==> config.mk <==
export PLATFORM = sky130hd
export DESIGN_NAME = desc_split_gen
export DESIGN_NICKNAME = d
export VERILOG_FILES = /design/src/rtl/dgen_pkg.sv /design/src/rtl/dgen_chunker.sv /design/src/rtl/dgen_word_fmt.sv /design/src/rtl/desc_split_gen.sv
export SDC_FILE = /design/constraint.sdc
export NUM_CORES = 1
export LEC_CHECK = 0
export BUFFER_PORTS_ARGS = -buffer_cell sky130_fd_sc_hd__buf_2
export CAP_MARGIN = 0
export CORE_ASPECT_RATIO = 0.6
export CORE_MARGIN = 2
export CORE_UTILIZATION = 65
export CTS_BUF_LIST = sky130_fd_sc_hd__clkbuf_8
export DETAILED_ROUTE_END_ITERATION = 8
export GPL_TIMING_DRIVEN = 0
export PLACE_DENSITY = 0.9
export SETUP_SLACK_MARGIN = 0.05
export SLEW_MARGIN = 5
export SYNTH_ARGS = -nofsm -noshare
export SYNTH_HDL_FRONTEND = slang
export SYNTH_SLANG_ARGS = --single-unit
==> constraint.sdc <==
create_clock -name clk -period 10.45 [get_ports clk]
set_clock_uncertainty 0.15 [all_clocks]
set_input_delay 0.5225 -clock clk [delete_from_list [all_inputs] [get_ports clk]]
set_output_delay 0.5225 -clock clk [all_outputs]
set_load 0.05 [all_outputs]
==> src/rtl/dgen_pkg.sv <==
// Package: shared types and helpers for the descriptor generator.
// Assumes 32-bit descriptor words.
package dgen_pkg;
    typedef enum logic [1:0] {
        ST_IDLE   = 2'd0,
        ST_EMIT   = 2'd1,
        ST_FINISH = 2'd2
    } dgen_state_e;

    localparam int          WORD_W   = 32;
    localparam logic [31:0] EOL_FLAG = 32'h8000_0000;

    // Reverse byte order of a 32-bit value (host order to big-endian table order).
    function automatic logic [31:0] swap32(input logic [31:0] v);
        return {v[7:0], v[15:8], v[23:16], v[31:24]};
    endfunction
endpackage

==> src/rtl/dgen_chunker.sv <==
// Module: dgen_chunker
// Computes the length of the next piece: the smaller of the bytes left in the
// buffer and the distance from the current address to the next 64 KiB boundary.
// Assumes 18 <= LEN_W <= 32. The clock and reset only serve the assertions.
module dgen_chunker #(
    parameter int LEN_W = 24
) (
    input  logic             clk,
    input  logic             rst_n,
    input  logic             active,
    input  logic [15:0]      addr_lo,
    input  logic [LEN_W-1:0] remain,
    output logic [LEN_W-1:0] piece
);
    localparam logic [16:0] SPAN = 17'h10000;

    logic [16:0]      to_bnd;
    logic [LEN_W-1:0] bnd_ext;

    // Distance to boundary, then clamp to the remaining length.
    always_comb begin
        to_bnd  = SPAN - {1'b0, addr_lo};
        bnd_ext = LEN_W'(to_bnd);
        piece   = (remain < bnd_ext) ? remain : bnd_ext;
    end

    AST_PIECE_IN_SPAN: assert property (@(posedge clk) disable iff (!rst_n)
        active |-> ((LEN_W+1)'(addr_lo) + (LEN_W+1)'(piece)) <= (LEN_W+1)'(SPAN));
    AST_PIECE_NONZERO: assert property (@(posedge clk) disable iff (!rst_n)
        active |-> (piece != '0) && (piece <= remain));
endmodule

==> src/rtl/dgen_word_fmt.sv <==
// Module: dgen_word_fmt
// Selects the 32-bit word for the current write: one of the four words of an
// entry by phase, or the end-of-list length rewrite. Purely combinational.
// Assumes LEN_W <= 32.
module dgen_word_fmt
    import dgen_pkg::*;
#(
    parameter int LEN_W = 24
) (
    input  logic [1:0]        phase,
    input  logic              eol_sel,
    input  logic [31:0]       addr,
    input  logic [LEN_W-1:0]  piece,
    input  logic [LEN_W-1:0]  last_len,
    output logic [WORD_W-1:0] word
);
    // Word mux: zero pads, swapped address, swapped length, or flagged length.
    always_comb begin
        if (eol_sel) begin
            word = swap32(32'(last_len) | EOL_FLAG);
        end else begin
            unique case (phase)
                2'd1:    word = swap32(addr);
                2'd3:    word = swap32(32'(piece));
                default: word = '0;
            endcase
        end
    end
endmodule

==> src/rtl/desc_split_gen.sv <==
// Module: desc_split_gen
// Accepts buffer requests, splits each at 64 KiB boundaries and writes one
// four-word entry per piece into a descriptor memory. When a list ends it sets
// the end-of-list flag on the last entry and pulses done with the entry count.
// An overflow past CAP entries discards the rest of the list and reports failure.
// Assumes CAP >= 2 and 18 <= LEN_W <= 32.
module desc_split_gen
    import dgen_pkg::*;
#(
    parameter int CAP   = 64,
    parameter int LEN_W = 24,
    localparam int IDX_W = $clog2(CAP),
    localparam int MA_W  = IDX_W + 2,
    localparam int CNT_W = $clog2(CAP + 1)
) (
    input  logic              clk,
    input  logic              rst_n,
    input  logic              req_valid,
    output logic              req_ready,
    input  logic [31:0]       req_addr,
    input  logic [LEN_W-1:0]  req_len,
    input  logic              req_last,
    output logic              mem_we,
    output logic [MA_W-1:0]   mem_waddr,
    output logic [WORD_W-1:0] mem_wdata,
    output logic              done,
    output logic [CNT_W-1:0]  count,
    output logic              overflow
);
    dgen_state_e      state;
    logic [1:0]       phase;
    logic [31:0]      cur_addr;
    logic [LEN_W-1:0] remain;
    logic             req_is_last;
    logic [CNT_W-1:0] ent_cnt;
    logic             ovf_flag;
    logic [LEN_W-1:0] last_len;
    logic             done_q;
    logic [CNT_W-1:0] count_q;
    logic             ovf_q;

    logic [LEN_W-1:0] piece;
    logic             emitting;
    logic             full;
    logic             eol_wr;
    logic [CNT_W-1:0] cnt_m1;

    dgen_chunker #(.LEN_W(LEN_W)) u_chunk (
        .clk     (clk),
        .rst_n   (rst_n),
        .active  (emitting),
        .addr_lo (cur_addr[15:0]),
        .remain  (remain),
        .piece   (piece)
    );

    dgen_word_fmt #(.LEN_W(LEN_W)) u_fmt (
        .phase    (phase),
        .eol_sel  (state == ST_FINISH),
        .addr     (cur_addr),
        .piece    (piece),
        .last_len (last_len),
        .word     (mem_wdata)
    );

    // Decode of write strobe and word address from the controller state.
    always_comb begin
        emitting  = (state == ST_EMIT);
        full      = (ent_cnt == CNT_W'(CAP));
        eol_wr    = (state == ST_FINISH) && !ovf_flag && (ent_cnt != '0);
        cnt_m1    = ent_cnt - CNT_W'(1);
        mem_we    = (emitting && !full) || eol_wr;
        if (state == ST_FINISH) begin
            mem_waddr = {cnt_m1[IDX_W-1:0], 2'b11};
        end else begin
            mem_waddr = {ent_cnt[IDX_W-1:0], phase};
        end
        req_ready = (state == ST_IDLE);
    end

    // Controller: accept, emit pieces word by word, close the list.
    always_ff @(posedge clk) begin
        if (!rst_n) begin
            state       <= ST_IDLE;
            phase       <= 2'd0;
            cur_addr    <= '0;
            remain      <= '0;
            req_is_last <= 1'b0;
            ent_cnt     <= '0;
            ovf_flag    <= 1'b0;
            last_len    <= '0;
            done_q      <= 1'b0;
            count_q     <= '0;
            ovf_q       <= 1'b0;
        end else begin
            done_q <= 1'b0;
            unique case (state)
                ST_IDLE: begin
                    if (req_valid) begin
                        if (req_len == '0) begin
                            state <= ST_FINISH;
                        end else if (ovf_flag) begin
                            if (req_last) state <= ST_FINISH;
                        end else begin
                            cur_addr    <= req_addr;
                            remain      <= req_len;
                            req_is_last <= req_last;
                            phase       <= 2'd0;
                            state       <= ST_EMIT;
                        end
                    end
                end
                ST_EMIT: begin
                    if (phase == 2'd0 && full) begin
                        ovf_flag <= 1'b1;
                        state    <= req_is_last ? ST_FINISH : ST_IDLE;
                    end else begin
                        phase <= phase + 2'd1;
                        if (phase == 2'd3) begin
                            ent_cnt  <= ent_cnt + CNT_W'(1);
                            cur_addr <= cur_addr + 32'(piece);
                            remain   <= remain - piece;
                            last_len <= piece;
                            if (remain == piece) begin
                                state <= req_is_last ? ST_FINISH : ST_IDLE;
                            end
                        end
                    end
                end
                ST_FINISH: begin
                    done_q   <= 1'b1;
                    count_q  <= ovf_flag ? '0 : ent_cnt;
                    ovf_q    <= ovf_flag;
                    ent_cnt  <= '0;
                    ovf_flag <= 1'b0;
                    phase    <= 2'd0;
                    state    <= ST_IDLE;
                end
                default: state <= ST_IDLE;
            endcase
        end
    end

    assign done     = done_q;
    assign count    = count_q;
    assign overflow = ovf_q;

    AST_IDLE_NO_WRITE: assert property (@(posedge clk) disable iff (!rst_n)
        req_ready |-> !mem_we);
    AST_DONE_PULSE: assert property (@(posedge clk) disable iff (!rst_n)
        done |=> !done);
    AST_RESULT_HOLD: assert property (@(posedge clk) disable iff (!rst_n)
        !done |-> ($stable(count) && $stable(overflow)));
    AST_NO_OVERFLOW: assert property (@(posedge clk) disable iff (!rst_n)
        (done && overflow) |-> (count == '0));
    AST_COUNT_BOUND: assert property (@(posedge clk) disable iff (!rst_n)
        done |-> (count <= CNT_W'(CAP)));
endmodule

After elaboration in Yosys (flattened, before gate mapping)

Cells that the tools add are included.

Bits in registers: 102
Input bits: 60
Output and inout bits: 51
Logic and storage cells: 94

Add/sub/neg operators: 6
Magnitude comparators: 1
Eq/ne operators: 15
Multiplexer cells: 37
Bitwise gates (word level): 3
Reduce and logical (&&, ||, !) cells: 21

Operator list:

| operator                 | count |
|---|---|
| $mux W32                 | 6 |
| $mux W24                 | 6 |
| $pmux W32 S2             | 2 |
| $pmux W24 S2             | 1 |
| $add A32 B24 Y32         | 1 |
| $eq A24 B24 Y1           | 1 |
| $logic_not A24 Y1        | 1 |
| $lt A24 B17 Y1           | 1 |
| $mux W2                  | 12 |
| $sub A24 B24 Y24         | 1 |
| $mux W7                  | 3 |
| $sub A17 B16 Y17 const A | 1 |
| $pmux W7 S2              | 1 |
| $mux W8                  | 1 |
| $ne A2 B2 Y1 const B     | 4 |
| $reduce_and A4 Y1        | 2 |
| $add A7 B1 Y7 const B    | 1 |
| $eq A7 B7 Y1 const B     | 1 |
| $reduce_bool A7 Y1       | 1 |
| $ne A3 B1 Y1 const B     | 2 |
| $pmux W2 S3              | 1 |
| $reduce_and A3 Y1        | 2 |
| $reduce_and A6 Y1        | 1 |
| $sub A6 B1 Y6 const B    | 1 |
| other kinds (17)         | 29 |

Logic depth before layout (Yosys ltp)

Word-level depth: 8
Mapped depth: 24

Hierarchy

From an unflattened synthesis, not the netlist that was laid out.

Cell total of the unflattened synthesis: 1,168
Area, all modules: 8,680.8 um2

By module, submodules not included:

| module         | times used | cells each | area each (um2) |
|---|---|---|---|
| desc_split_gen | 1          | 950        | 7,083.0 |
| dgen_chunker   | 1          | 127        | 963.4 |
| dgen_word_fmt  | 1          | 91         | 634.4 |

Worst setup path before layout

Ideal clock, no wire load.

Path kind: reg-to-reg
Start: register cur_addr[2]
End: register cur_addr[24]
Setup time: 0.074 ns
Arrival: 5.777 ns
Setup slack: 4.448 ns
Stages on the path, launching flop included: 24
Cells stage by stage: dfxtp_1 > clkbuf_1 > nor4_2 > nand2_1 > or4_1 > xor2_1 > inv_1 > ha_1 > nand4_1 > or4_1 > o21ai_1 > buf_6 > buf_12 > mux2i_1 > ha_1 > inv_1 > fa_1 > nor2b_1 > o31a_1 > o21ai_0 > a21o_1 > o41ai_1 > mux2_2 > a31oi_1

Longest elaborated chain between the ends: 7

Ends and longest elaborated chain:

| item                   | line                  | source |
|---|---|---|
| from (decl)            | desc_split_gen.sv:32  | `logic [31:0] cur_addr;` |
| from (signal assigned) | desc_split_gen.sv:105 | `cur_addr <= req_addr;` |
| from (signal assigned) | desc_split_gen.sv:121 | `cur_addr <= cur_addr + 32'(piece);` |
| $sub A17 B16 Y17       | dgen_chunker.sv:22    | `to_bnd = SPAN - {1'b0, addr_lo};` |
| $lt A24 B17 Y1         | dgen_chunker.sv:24    | `piece = (remain < bnd_ext) ? remain : bnd_ext;` |
| $mux W24               | dgen_chunker.sv:24    |  |
| named net piece[0]     | desc_split_gen.sv:42  | `logic [LEN_W-1:0] piece;` |
| $add A32 B24 Y32       | desc_split_gen.sv:121 |  |
| $mux W32               | desc_split_gen.sv:119 | `if (phase == 2'd3) begin` |
| $mux W32               | desc_split_gen.sv:114 | `if (phase == 2'd0 && full) begin` |
| $pmux W32 S2           | desc_split_gen.sv:97  | `unique case (state)` |

The timed path passes the listed nets, and every way through them passes these cells. The select of a mux whose other input is x is not followed.
A chain may end at the register's enable or synchronous reset.

Worst setup path after layout

Same ends and word-level chain as after synthesis.

==> parameters.txt <==
Parameter                              Value

Run status
  Result of the run ... finished clean

Global routing
  Sum of overflow across all layers after global routing ... 0
  Maximum number of pins on one net before global-route repair ... 17
  Overall Global Routing Usage ... 43.6%
  Number of global-route vias before repair ... 8,343
  First-pass GRT wire length ... 45.4 mm
  Initial antenna violation count ... 1

Clocking
  Number of buffers added for setup after CTS ... 0
  Total number of H-tree levels ... 3
  Hold Buf Count CTS ... 0
  TritonCTS clock tree ... done
  Clock buffers created by TritonCTS ... 9
  Maximum count of clock buffers along a single path ... 2
  Clock transition at the register clock pins on the worst setup and hold paths after CTS ... 120 ps
  CTS root buf ... sky130_fd_sc_hd__clkbuf_8
  CTS-repair resized insts ... 0
  Clock latency reported for the late side of the worst-skew pair ... 390 ps
  Sinks on Clock Net ... 102

Critical path
  Type of the setup path with the least slack ... reg -> reg
  Data arrival, critical path ... 7700 ps
  Data required time at the worst endpoint ... 10,610 ps
  Maximum fanout along the worst path ... 10
  Worst setup SP type ... flop
  Critical Path Sink Type ... flop

Detailed routing
  Number of vias after detailed routing ... 9,418
  Final ANT Viol Nets ... 0
  WL final ... 29.8 mm
  Length of the first detailed-routing pass in iterations ... 8
  Topmost layer with routed signal wires ... met4
  Routed metal-1 wire length ... 12.3 mm
  Length of routed met2 wiring ... 11.1 mm
  Post-detailed-route wirelength per cell ... 21.6 µm
  Via/cell ratio ... 6.82
  DRC violation count after routing ... 0
  Met3 Wirelength ... 5.36 mm
  Number of DRC markers in iteration 0 ... 1,224

Synthesis
  Yosys warning total ... 0
  Post-synthesis instance area ... 0.00817 mm²
  Number of enable flip-flop cells after synthesis ... 0
  Post-synth cell types ... 71
  Mean Syn Cell Area ... 7.53 µm²
  Fraction of synthesis flops using an asynchronous set or reset pin ... 0%
  Register bit total from synthesis ... 102
  Number of standard cells after synthesis ... 1,085
  Register area share after synthesis ... 25.0%
  Most instantiated flip-flop cell in the synthesis netlist ... sky130_fd_sc_hd__dfxtp_1

Placement
  Count of port buffers added during placement ... 109
  DP Wirelength ... 22.9 mm
  Final estimated routing congestion in global placement ... 1.00
  Setup slack at placement ... 3240 ps

Floorplanning
  Die footprint ... 0.0135 mm²
  Width of the die ... 149 µm
  Die span in y ... 90.8 µm
  Number of standard-cell rows in the floorplan ... 31
  Starting density of the core ... 67.3%
  Top-Level Pins ... 111
  Core box area ... 0.0121 mm²

STA
  PnR worst setup slack ... 2910 ps
  Final period utilization ... 72.2%
  Total count of max-transition violations in the final report ... 0
  Final setup violating endpoints ... 0
  WHS ... 225 ps
  Max Clock Freq ... 0.133 GHz
  Total Negative Setup Slacks ... 0 ps
  Final count of hold timing violations ... 0
  Time the final worst path needs with I/O delays and setup ... 7540 ps
  Setup repair after global routing missed its margin ... false
  Actual transition at the worst max-transition pin ... 1280 ps
  Worst slew margin relative to its limit ... 13.7%

Pwr
  Areal power density over the cells ... 166 mW/mm²
  Maximum resistive drop on vdd ... 0.125 mV
  Static leakage ... 4.15 nW

Min path
  Worst hold path class ... in -> reg

Final layout
  Proportion of layout cells with a drive suffix above 1 ... 13.5%
  Synthesis-to-finish area growth ... 11.9%
  Highest-count cells in the layout ignoring fill and taps ... sky130_fd_sc_hd__nor2_1 (122), sky130_fd_sc_hd__nand2_1 (111), sky130_fd_sc_hd__buf_2 (110), sky130_fd_sc_hd__dfxtp_1 (102), sky130_fd_sc_hd__a21oi_1 (86)
  Area of combinational cells with multiple inputs ... 0.00568 mm²
  Fill cell instance count of the final layout ... 990
  Most common cell after layout, fill and taps aside ... sky130_fd_sc_hd__nor2_1
  Sequential cell area ... 0.00204 mm²
  Nets ... 1,338

Run
  Max-cap violations ... 0
-- synthesized netlist by cell type, types with 8 or more instances --
cell type,n,area [µm²]
sky130_fd_sc_hd__a21o_1,19,143
sky130_fd_sc_hd__o211ai_1,21,158
sky130_fd_sc_hd__nand3_1,33,165
sky130_fd_sc_hd__nand3b_1,8,60.1
sky130_fd_sc_hd__a221oi_1,12,105
sky130_fd_sc_hd__o21ai_0,57,285
sky130_fd_sc_hd__a211oi_1,41,308
sky130_fd_sc_hd__inv_1,42,158
sky130_fd_sc_hd__or3_1,15,93.8
sky130_fd_sc_hd__a31oi_1,11,68.8
sky130_fd_sc_hd__a21oi_1,86,430
sky130_fd_sc_hd__nor3_1,24,120
sky130_fd_sc_hd__clkbuf_1,57,214
sky130_fd_sc_hd__nor2_1,122,458
sky130_fd_sc_hd__nor4_1,13,81.3
sky130_fd_sc_hd__a221oi_2,8,120
sky130_fd_sc_hd__nor2b_1,11,68.8
sky130_fd_sc_hd__xnor2_1,21,184
sky130_fd_sc_hd__xor2_1,21,184
sky130_fd_sc_hd__nand4_1,13,81.3
sky130_fd_sc_hd__dfxtp_1,102,2040
sky130_fd_sc_hd__a311oi_1,17,149
sky130_fd_sc_hd__o21a_1,10,75.1
sky130_fd_sc_hd__mux2i_1,9,90.1
sky130_fd_sc_hd__and3_1,22,138
sky130_fd_sc_hd__ha_1,65,813
sky130_fd_sc_hd__nand2_1,111,417
-- cells by family (layout without fill, tap and decap cells) --
| logic type | count (synthesis) | after routing | share of synthesized area (%) |
|---|---|---|---|
| XOR/XNOR | 42 | 42 | 4.50 |
| other | 1 | 8 | 0.0459 |
| AO/OA/AOI/OAI | 326 | 326 | 27.2 |
| multiplexers | 20 | 20 | 3.05 |
| AND/OR/NAND/NOR | 409 | 409 | 24.1 |
| buffers and inverters | 118 | 242 | 5.73 |
| flip-flops | 102 | 102 | 25.0 |
| adder cells (fa/ha/maj) | 67 | 67 | 10.4 |
-- stage by stage --
stage                     util (%)  cell area [µm²]  std cells  power, mW
after global routing          75.3             9140       1380       1.60
after global placement        73.7             8940       1365       1.20
after detailed placement      73.7             8940       1365       1.22
after CTS                     75.3             9140       1380       1.48
after floorplan                  -             8190       1091       1.03
final                         75.3             9140       1381       1.52
-- sequential cells by signal, summed over array words and instances, names as in the netlist --
register and count:
cur_addr 32, count 7, state 2, overflow 1
ovf_flag 1, phase 2, ent_cnt 7, last_len 24
req_is_last 1, remain 24, done 1
-- path summary, 6_finish.rpt --
path                    start            to  slack (ps)  depth (start not counted)
setup / recovery  cur_addr[2]  cur_addr[24]        2910                         23
hold / removal       req_last   req_is_last         220                          3
setup reg to reg  cur_addr[2]  cur_addr[24]        2910                         23
hold reg to reg      count[4]      count[4]         310                          2
-- routing by layer --
metal / GRT usage [%] / up-vias
met5: 0 / -
met4: 14.7 / 0
met3: 19.7 / 110
met2: 56.6 / 761
met1: 62.6 / 4311
li1: - / 4236
-- worst max-delay path, stage by stage (launching register included) --
cell and delay [ps]:
sky130_fd_sc_hd__dfxtp_1 350, sky130_fd_sc_hd__clkbuf_1 240, sky130_fd_sc_hd__nor4_2 570, sky130_fd_sc_hd__nand2_1 170
sky130_fd_sc_hd__or3_1 340, sky130_fd_sc_hd__xor2_1 320, sky130_fd_sc_hd__inv_1 90, sky130_fd_sc_hd__ha_1 290
sky130_fd_sc_hd__nand4_1 60, sky130_fd_sc_hd__or4_1 460, sky130_fd_sc_hd__o21ai_1 160, sky130_fd_sc_hd__buf_6 190
sky130_fd_sc_hd__buf_12 170, sky130_fd_sc_hd__mux2i_1 540, sky130_fd_sc_hd__ha_1 310, sky130_fd_sc_hd__inv_1 70
sky130_fd_sc_hd__fa_1 400, sky130_fd_sc_hd__nor2b_1 220, sky130_fd_sc_hd__o31a_1 220, sky130_fd_sc_hd__o21ai_0 230
sky130_fd_sc_hd__a21o_1 260, sky130_fd_sc_hd__o41ai_1 1090, sky130_fd_sc_hd__mux2_2 430, sky130_fd_sc_hd__a31oi_1 130
-- final cells by class --
class / instances / share of cell area (%)
timing repair buffer: 109 / 5.97
buffer: 67 / 3.02
clock buffer: 10 / 1.51
antenna: 1 / 0.0274
tap: 165 / 2.26
inverter: 51 / 2.09
sequential: 102 / 22.3
multi-input combinational: 871 / 62.1
clock inverter: 5 / 0.643
-- power by group --
part           internal [mW]  switching, mW  leakage (nW)
registers              0.414         0.0412         0.834
logic                  0.297          0.498          3.22
clock network          0.117          0.153         0.100
No activity file was read; power rests on OpenSTA's default activity.
